$ cat config.mk
export PLATFORM = sky130hd
export DESIGN_NAME = puf_qfilter
export DESIGN_NICKNAME = d
export VERILOG_FILES = /design/src/rtl/puf_qf_pkg.sv /design/src/rtl/puf_qf_lane.sv /design/src/rtl/puf_qf_ctrl.sv /design/src/rtl/puf_qfilter.sv
export SDC_FILE = /design/constraint.sdc
export NUM_CORES = 1
export LEC_CHECK = 0
export ABC_CLOCK_PERIOD_IN_PS = 3600
export CAP_MARGIN = 15
export CORE_MARGIN = 3
export CORE_UTILIZATION = 25
export DETAILED_ROUTE_END_ITERATION = 8
export PLACE_DENSITY = 0.46
export SLEW_MARGIN = 40
export SYNTH_ARGS = -nofsm -noshare
export SYNTH_HDL_FRONTEND = slang
export SYNTH_SLANG_ARGS = --single-unit
$ cat constraint.sdc
create_clock -name clk -period 3.6 [get_ports clk]
set_input_delay 0.54 -clock clk [delete_from_list [all_inputs] [get_ports clk]]
set_output_delay 0.54 -clock clk [all_outputs]
set_load 0.01 [all_outputs]
$ cat src/rtl/puf_qf_pkg.sv
package puf_qf_pkg;
    typedef enum logic [1:0] {
        ST_IDLE,
        ST_COLLECT,
        ST_WAIT_OTP,
        ST_MERGE
    } qf_state_t;
endpackage

$ cat src/rtl/puf_qf_lane.sv
module puf_qf_lane #(
    parameter int SAMPLE_W = 8,
    parameter int VOL_W    = 3
) (
    input  logic [SAMPLE_W-1:0] sample,
    output logic                key_bit,
    output logic                vol_bit
);
    localparam int WT_W = $clog2(SAMPLE_W + 1);
    localparam int QTH  = SAMPLE_W / 2;
    localparam int HALF = (VOL_W - 1) / 2;
    localparam int LO   = QTH - HALF;
    localparam int HI   = QTH + HALF;

    logic [WT_W-1:0] weight;

    always_comb begin
        weight = '0;
        for (int i = 0; i < SAMPLE_W; i++) begin
            weight = weight + WT_W'(sample[i]);
        end
    end

    assign key_bit = (int'(weight) >= QTH);
    assign vol_bit = (int'(weight) >= LO) && (int'(weight) <= HI);
endmodule

$ cat src/rtl/puf_qf_ctrl.sv
module puf_qf_ctrl
    import puf_qf_pkg::*;
(
    input  logic      clk,
    input  logic      rst_n,
    input  logic      start,
    input  logic      raw_valid,
    input  logic      last_word,
    input  logic      otp_rd_valid,
    input  logic      otp_got,
    input  logic      stored_flag,
    output qf_state_t state,
    output logic      otp_rd_en,
    output logic      take_word,
    output logic      take_otp,
    output logic      merge,
    output logic      otp_wr_en
);
    qf_state_t nxt;

    always_ff @(posedge clk or negedge rst_n) begin
        if (!rst_n) state <= ST_IDLE;
        else        state <= nxt;
    end

    always_comb begin
        nxt = state;
        unique case (state)
            ST_IDLE:     if (start) nxt = ST_COLLECT;
            ST_COLLECT:  if (raw_valid && last_word)
                             nxt = (otp_got || otp_rd_valid) ? ST_MERGE : ST_WAIT_OTP;
            ST_WAIT_OTP: if (otp_rd_valid) nxt = ST_MERGE;
            ST_MERGE:    nxt = ST_IDLE;
        endcase
    end

    always_comb begin
        otp_rd_en = (state == ST_IDLE) && start;
        take_word = (state == ST_COLLECT) && raw_valid;
        take_otp  = ((state == ST_COLLECT) || (state == ST_WAIT_OTP)) && otp_rd_valid;
        merge     = (state == ST_MERGE);
        otp_wr_en = (state == ST_MERGE) && !stored_flag;
    end


    merge_needs_otp_chk: assert property (@(posedge clk) disable iff (!rst_n)
        (state == ST_MERGE) |-> otp_got);

    rd_single_chk: assert property (@(posedge clk) disable iff (!rst_n)
        otp_rd_en |=> !otp_rd_en);
endmodule

$ cat src/rtl/puf_qfilter.sv
module puf_qfilter
    import puf_qf_pkg::*;
#(
    parameter int SAMPLE_W = 8,
    parameter int VOL_W    = 3,
    parameter int KEY_LEN  = 16,
    parameter int WORD_W   = 32,
    parameter bit FIX_ONE  = 1'b0
) (
    input  logic               clk,
    input  logic               rst_n,
    input  logic               start,
    input  logic               raw_valid,
    input  logic [WORD_W-1:0]  raw_word,
    output logic               otp_rd_en,
    input  logic               otp_rd_valid,
    input  logic               otp_rd_flag,
    input  logic [KEY_LEN-1:0] otp_rd_map,
    output logic               otp_wr_en,
    output logic               otp_wr_flag,
    output logic [KEY_LEN-1:0] otp_wr_map,
    output logic [KEY_LEN-1:0] key_out,
    output logic               key_done
);
    localparam int LANES  = WORD_W / SAMPLE_W;
    localparam int NWORDS = KEY_LEN / LANES;
    localparam int CNT_W  = (NWORDS > 1) ? $clog2(NWORDS) : 1;

    qf_state_t          state;
    logic               take_word, take_otp, merge, last_word;
    logic [CNT_W-1:0]   word_cnt;
    logic [LANES-1:0]   lane_key, lane_vol;
    logic [KEY_LEN-1:0] key_q, vmap_q, otp_map_q, mask;
    logic               otp_flag_q, otp_got_q;

    genvar g;
    generate
        for (g = 0; g < LANES; g++) begin : g_lane
            puf_qf_lane #(.SAMPLE_W(SAMPLE_W), .VOL_W(VOL_W)) u_lane (
                .sample  (raw_word[g*SAMPLE_W +: SAMPLE_W]),
                .key_bit (lane_key[g]),
                .vol_bit (lane_vol[g])
            );
        end
    endgenerate

    assign last_word = (word_cnt == CNT_W'(NWORDS - 1));

    puf_qf_ctrl u_ctrl (
        .clk          (clk),
        .rst_n        (rst_n),
        .start        (start),
        .raw_valid    (raw_valid),
        .last_word    (last_word),
        .otp_rd_valid (otp_rd_valid),
        .otp_got      (otp_got_q),
        .stored_flag  (otp_flag_q),
        .state        (state),
        .otp_rd_en    (otp_rd_en),
        .take_word    (take_word),
        .take_otp     (take_otp),
        .merge        (merge),
        .otp_wr_en    (otp_wr_en)
    );

    always_ff @(posedge clk or negedge rst_n) begin
        if (!rst_n) begin
            word_cnt <= '0;
            key_q    <= '0;
            vmap_q   <= '0;
        end else if (otp_rd_en) begin
            word_cnt <= '0;
        end else if (take_word) begin
            word_cnt <= last_word ? '0 : word_cnt + 1'b1;
            key_q    <= {lane_key, key_q[KEY_LEN-1:LANES]};
            vmap_q   <= {lane_vol, vmap_q[KEY_LEN-1:LANES]};
        end
    end

    always_ff @(posedge clk or negedge rst_n) begin
        if (!rst_n) begin
            otp_got_q  <= 1'b0;
            otp_flag_q <= 1'b0;
            otp_map_q  <= '0;
        end else if (otp_rd_en) begin
            otp_got_q <= 1'b0;
        end else if (take_otp) begin
            otp_got_q  <= 1'b1;
            otp_flag_q <= otp_rd_flag;
            otp_map_q  <= otp_rd_map;
        end
    end

    assign mask        = otp_flag_q ? otp_map_q : vmap_q;
    assign otp_wr_flag = otp_wr_en;
    assign otp_wr_map  = vmap_q;

    always_ff @(posedge clk or negedge rst_n) begin
        if (!rst_n) begin
            key_out  <= '0;
            key_done <= 1'b0;
        end else begin
            key_done <= merge;
            if (merge) key_out <= FIX_ONE ? (key_q | mask) : (key_q & ~mask);
        end
    end


    otp_wr_guard_chk: assert property (@(posedge clk) disable iff (!rst_n)
        otp_wr_en |-> !otp_flag_q);

    wr_then_done_chk: assert property (@(posedge clk) disable iff (!rst_n)
        otp_wr_en |=> key_done);

    key_hold_chk: assert property (@(posedge clk) disable iff (!rst_n)
        !$stable(key_out) |-> key_done);

    done_pulse_chk: assert property (@(posedge clk) disable iff (!rst_n)
        key_done |=> !key_done);
endmodule

Word-level counts from Yosys, hierarchy flattened
Cells that the tools add are included.

word-level totals
  output and inout port bits = 36
  input port bits = 54
  flip-flop bits (word level) = 71
  logic and storage cells = 89

cells by class
  order comparisons = 12
  bitwise gates (word level) = 3
  equal/unequal tests = 7
  add/sub/neg operators = 29
  multiplexer cells = 11
  reduce and logical (&&, ||, !) cells = 18

operator list
  kind                                                               count
  adder 4 x 1 -> 4 bit                                               24
  bitwise AND 16 bit                                                 1
  greater-or-equal comparator 4 x 2 -> 1 bit, second input constant  4
  greater-or-equal comparator 4 x 3 -> 1 bit, second input constant  4
  <= comparator 4 x 3 -> 1 bit, second input constant                4
  2-to-1 mux 16 bit                                                  1
  NOT 16 bit                                                         1
  2-to-1 mux 2 bit                                                   6
  logical AND 1 bit                                                  9
  adder 1 x 1 -> 2 bit                                               4
  case mux 2 bit (4 select lines)                                    1
  equality test 2 bit, second input constant                         3
  inequality test 2 bit, second input constant                       2
  AND reduction 2 bit                                                2
  nonzero test 2 bit                                                 2
  2-to-1 mux 1 bit                                                   3
  AND reduction 3 bit                                                1
  adder 2 x 1 -> 2 bit, second input constant                        1
  equality test 2 x 1 -> 1 bit, second input constant                1
  logical NOT 2 bit                                                  1
  logical OR 1 bit                                                   2
  inequality test 2 x 1 -> 1 bit, second input constant              1
  logical NOT 1 bit                                                  1
  NOT 1 bit                                                          1

Longest topological paths before layout
Gate-level depths: netlist (run 1).

  depth after elaboration = 9
  mapped depth = 10
  depth with buffers taken out = 10

Modules after synthesis
Synthesis (run 1) repeated with hierarchy kept, for this count alone.

unflattened totals
  cell total of the unflattened synthesis = 311
  area, all modules = 4058.9 sq um

modules (own cells, without submodules)
  module       cells an instance  area each (sq um)  times used  sequential area each (sq um)
  puf_qfilter  203                3022.9             1           1726.7
  puf_qf_lane  21                 198.9              4           0.0
  puf_qf_ctrl  24                 240.2              1           50.0

Least setup slack after synthesis (run 1)
Ideal clock, no wire load.

  path type = in2reg
  from = in raw_word[0]
  to = reg vmap_q[12], in the netlist otp_wr_map[12]
  buffers on the path = 0
  setup slack = 0.493 ns
  data required time = 3.472 ns
  arrival time = 2.979 ns
  stages on the path = 9
  setup time = 0.128 ns
  cell sequence = ha_1 > inv_1 > fa_1 > fa_1 > fa_1 > fa_1 > xor2_1 > mux2i_1 > o31ai_1

on the way
  word-level cells in the longest chain between the ends = 9
  elaborated cells on any way between the ends = 10

RTL lines
  element                                                                                            line               source
  start, declared                                                                                    puf_qfilter.sv:14  input logic [WORD_W-1:0] raw_word,
  adder 1 x 1 -> 2 bit *                                                                             puf_qf_lane.sv:20  weight = weight + WT_W'(sample[i]);
  adder 4 x 1 -> 4 bit * (6 in a row)                                                                puf_qf_lane.sv:20
  greater-or-equal comparator 4 x 2 -> 1 bit / <= comparator 4 x 3 -> 1 bit (equally long branches)  puf_qf_lane.sv:25  assign vol_bit = (int'(weight) >= LO) && (int'(weight) <= HI);
  logical AND 1 bit *                                                                                puf_qf_lane.sv:25
  end signal, assigned                                                                               puf_qfilter.sv:76  vmap_q <= {lane_vol, vmap_q[KEY_LEN-1:LANES]};
  end, declared                                                                                      puf_qfilter.sv:33  logic [KEY_LEN-1:0] key_q, vmap_q, otp_map_q, mask;

Every way passes the cells marked *; elsewhere a longest branch is shown, timed or not.
A chain may end at the register's enable or synchronous reset.

Worst setup path in the final report (run 1)
  from = in raw_word[24]
  to = reg vmap_q[15], in the netlist otp_wr_map[15]

The elaborated chain is that of the path after synthesis.

==> results.json, run 1 <==
{
  "status": "complete, no violations",
  "setup_viol": 0,
  "timing.rr.start": "u_ctrl.state[1]$_DFFE_PN0P_",
  "grt_pass1_wl_um": 14200,
  "critPathLaunch": "raw_word[24]",
  "first_pass_iters": 4,
  "max_cap_violations": 0,
  "crit_top_cell": "fa_1",
  "period_share_pct": 92.3,
  "post_cts_resize_count": 0,
  "setup_tns_ps": 0,
  "vias": 2629,
  "netlist_area_um2": 3870,
  "insertion_delay_ps": 330,
  "clk_path_buf_depth": 2,
  "worstSetupStartpointType": "input port",
  "post_dp_cell_area_um2": 4920,
  "place.gp.congestion": 0.748,
  "use_met2_pct": 17.3,
  "powerDensity_nw_per_um2": 803,
  "synth-seq-cells": 71,
  "layout_common_cells": "clkdlybuf4s50_1 (88), dfrtp_1 (71), inv_1 (58), mux2_2 (32)",
  "clock_sinks": 71,
  "use_met3_pct": 1.91,
  "synth-compound-area-share_pct": 6.26,
  "finalMaxSlewViolations": 0,
  "cts_made_buffers": 9,
  "fp.dieW_um": 131,
  "critPathSlowestCell": "fa_1",
  "post-place-cells": 589,
  "syn-num-nets": 413,
  "syn-mean-instance-area_um2": 11.9,
  "rr_worst_depth": 5,
  "cts_tree": "yes",
  "r2r_slack_ps": 1540,
  "grt_max_degree": 72,
  "synthSimpleGateAreaFrac_pct": 6.46,
  "cellLeakagePower_nw": 2.39,
  "grt_pass1_vias": 2789,
  "n_antenna_cell": 0,
  "hold_viol": 0,
  "initialDrtViolationCount": 104,
  "num_io_pins": 90,
  "syn_inst": 325,
  "overflow": 0,
  "synthXorXnorAreaFrac_pct": 0.904,
  "yosysWarnings": 0,
  "slew_headroom_pct": 54.9,
  "fin_total_pwr_mw": 4.19,
  "period_needed_ps": 3320,
  "post-route-cell-area_um2": 5210,
  "grt_use_total_pct": 10.8,
  "initial_core_util_pct": 26.1,
  "crit_type": "in2reg",
  "place.port_buffers": 89,
  "endpoint": "otp_wr_map[15]$_DFFE_PN0P_",
  "core_area_um2": 14900,
  "dp_hpwl_um": 6320,
  "htree_levels": 3,
  "worstReg2RegEnd": "otp_wr_map[1]$_DFFE_PN0P_",
  "layout_commonest_cell": "clkdlybuf4s50_1",
  "synthAdderAreaFrac_pct": 14.1,
  "max_freq_mhz": 301,
  "hold_path.class": "in2async",
  "antenna_found_initial": 0,
  "muxShareOfSynthArea_pct": 18.3,
  "area_growth_pct": 34.5,
  "top_usage_layer": "met2",
  "post_cts_buffers": 0,
  "holdWs_ps": 225,
  "synth_top_family_by_area": "multiplexers",
  "drc": 0,
  "layout.cells.non_filler": 605,
  "drive_above_1_share_pct": 15.4,
  "row_count": 44,
  "viasPerCell": 4.35,
  "cts.clk_slew.worst_paths_ps": 60,
  "tightest_slew_ps": 677,
  "fin_worst_skew_ps": 5.67,
  "finalWirelength_um": 8830,
  "root_buffer": "clkbuf_16",
  "vdd_drop_max_uv": 233,
  "rsz0062_at_grt": "no",
  "crit_chain": "clkdlybuf4s50_1, ha_1, inv_1, fa_1, fa_1, fa_1, fa_1, xor2_1, mux2i_1, o31ai_1",
  "cp.arrival_ps": 3520,
  "grt_util_met1_pct": 14.5,
  "nets": 504,
  "cp.required_ps": 3800,
  "ys_seq_area_share_pct": 45.9,
  "die_y_um": 131,
  "path_max_fanout": 2,
  "die-area_um2": 17000,
  "postCtsHoldBufs": 0,
  "wl_per_cell_um": 14.6,
  "max_stage_delay_ps": 490,
  "yosysUniqueCellTypes": 33,
  "crit_path_end_kind": "register",
  "ant_nets": 0
}
-- report_power, final --
part	internal, mW	total [mW]	switching, mW
registers	1.19	1.48	0.290
clock network	0.552	0.878	0.326
logic	1.02	1.82	0.800
-- area by class of cell --
type / instances / area (um^2)
fill: 1476 / 9650
multi-input combinational: 184 / 1780
sequential: 71 / 1780
tap: 184 / 230
clock buffer: 12 / 246
timing repair buffer: 91 / 907
inverter: 59 / 221
clock inverter: 4 / 45.0
-- worst max-delay path, delay by kind of cell --
| kind | cells | cell delay [ps] |
|---|---|---|
| buffers and inverters | 2 | 460 |
| AO/OA/AOI/OAI | 1 | 80 |
| multiplexers | 1 | 210 |
| XOR/XNOR | 1 | 240 |
| adder cells (fa/ha/maj) | 5 | 1990 |
-- synth_stat cells --
master     number  share of area, %
and2b_2         1              0.23
a2111oi_0       1              0.23
a21oi_1         3              0.39
o31ai_1         4              0.77
buf_12          1              0.52
mux2_2         32               9.3
nand2_4         2              0.58
o21ai_0        20               2.6
buf_2           1              0.13
buf_4           3              0.58
xor2_1          4              0.90
fa_1           16               8.3
nand2_1         5              0.48
o21a_1          5              0.97
buf_6           3              0.87
o22a_1          4              0.90
or3_1           1              0.16
and3_4          1              0.29
nor2b_1         6              0.97
mux2_4         10               3.9
clkbuf_1        3              0.29
inv_2           1             0.097
a2bb2oi_1       1              0.23
inv_1          58               5.6
mux2i_1        20               5.2
nor3_1          1              0.13
dfrtp_1        71                46
nor2_1          6              0.58
a211oi_1        1              0.19
ha_1           18               5.8
nor2_4          1              0.29
nand3_1        20               2.6
and2_1          1              0.16
-- sequential cells by signal, indices dropped and copies added, names as in the netlist --
signal and flops:
key_out 16, key_q 16, otp_map_q 16, otp_wr_map 16, u_ctrl.state 2, word_cnt 2
key_done 1, otp_flag_q 1, otp_got_q 1
-- logic make-up after synthesis --
logic type / count (synthesis)
AOI/OAI and AO/OA: 39
xor gates and xnor gates: 4
adders and majority gates: 34
buffers and inverters: 70
DFF: 71
muxes: 62
and+or+nand+nor: 45
-- how the worst min path moves through the flow --
stage / to / slack (ps) / cells after the start
global route: otp_map_q[5]$_DFFE_PN0P_ / 280 / 1
finish: otp_map_q[5]$_DFFE_PN0P_ / 230 / 1
global placement: otp_got_q$_DFFE_PN0P_ / 480 / 2
floorplan: key_done$_DFF_PN0_ / 240 / 0
detailed placement: otp_got_q$_DFFE_PN0P_ / 490 / 2
CTS: otp_map_q[5]$_DFFE_PN0P_ / 260 / 1
-- through the flow --
step                      setup slack [ps]  util, %
after global placement               -33.8     33.1
after CTS                              250     35.1
after detailed placement             -88.7     33.1
after floorplan                        493        -
after global routing                  25.2     35.1
final                                  278     35.1
-- per-layer routing --
layer	wire length [um]	part of all wire [%]	up-vias
li1	-	-	1257
met1	4180	47	1281
met2	3950	45	81
met3	563	6.4	10
met4	133	1.5	0
met5	0	0	-
Power figures use the tool's default switching activity.
==> run 2, diff against run 1 <==
Settings changed: CTS_CLUSTER_SIZE set to 10.
==> results of run 2 <==
Final layout, timing and power as in run 1 (identical DEF).
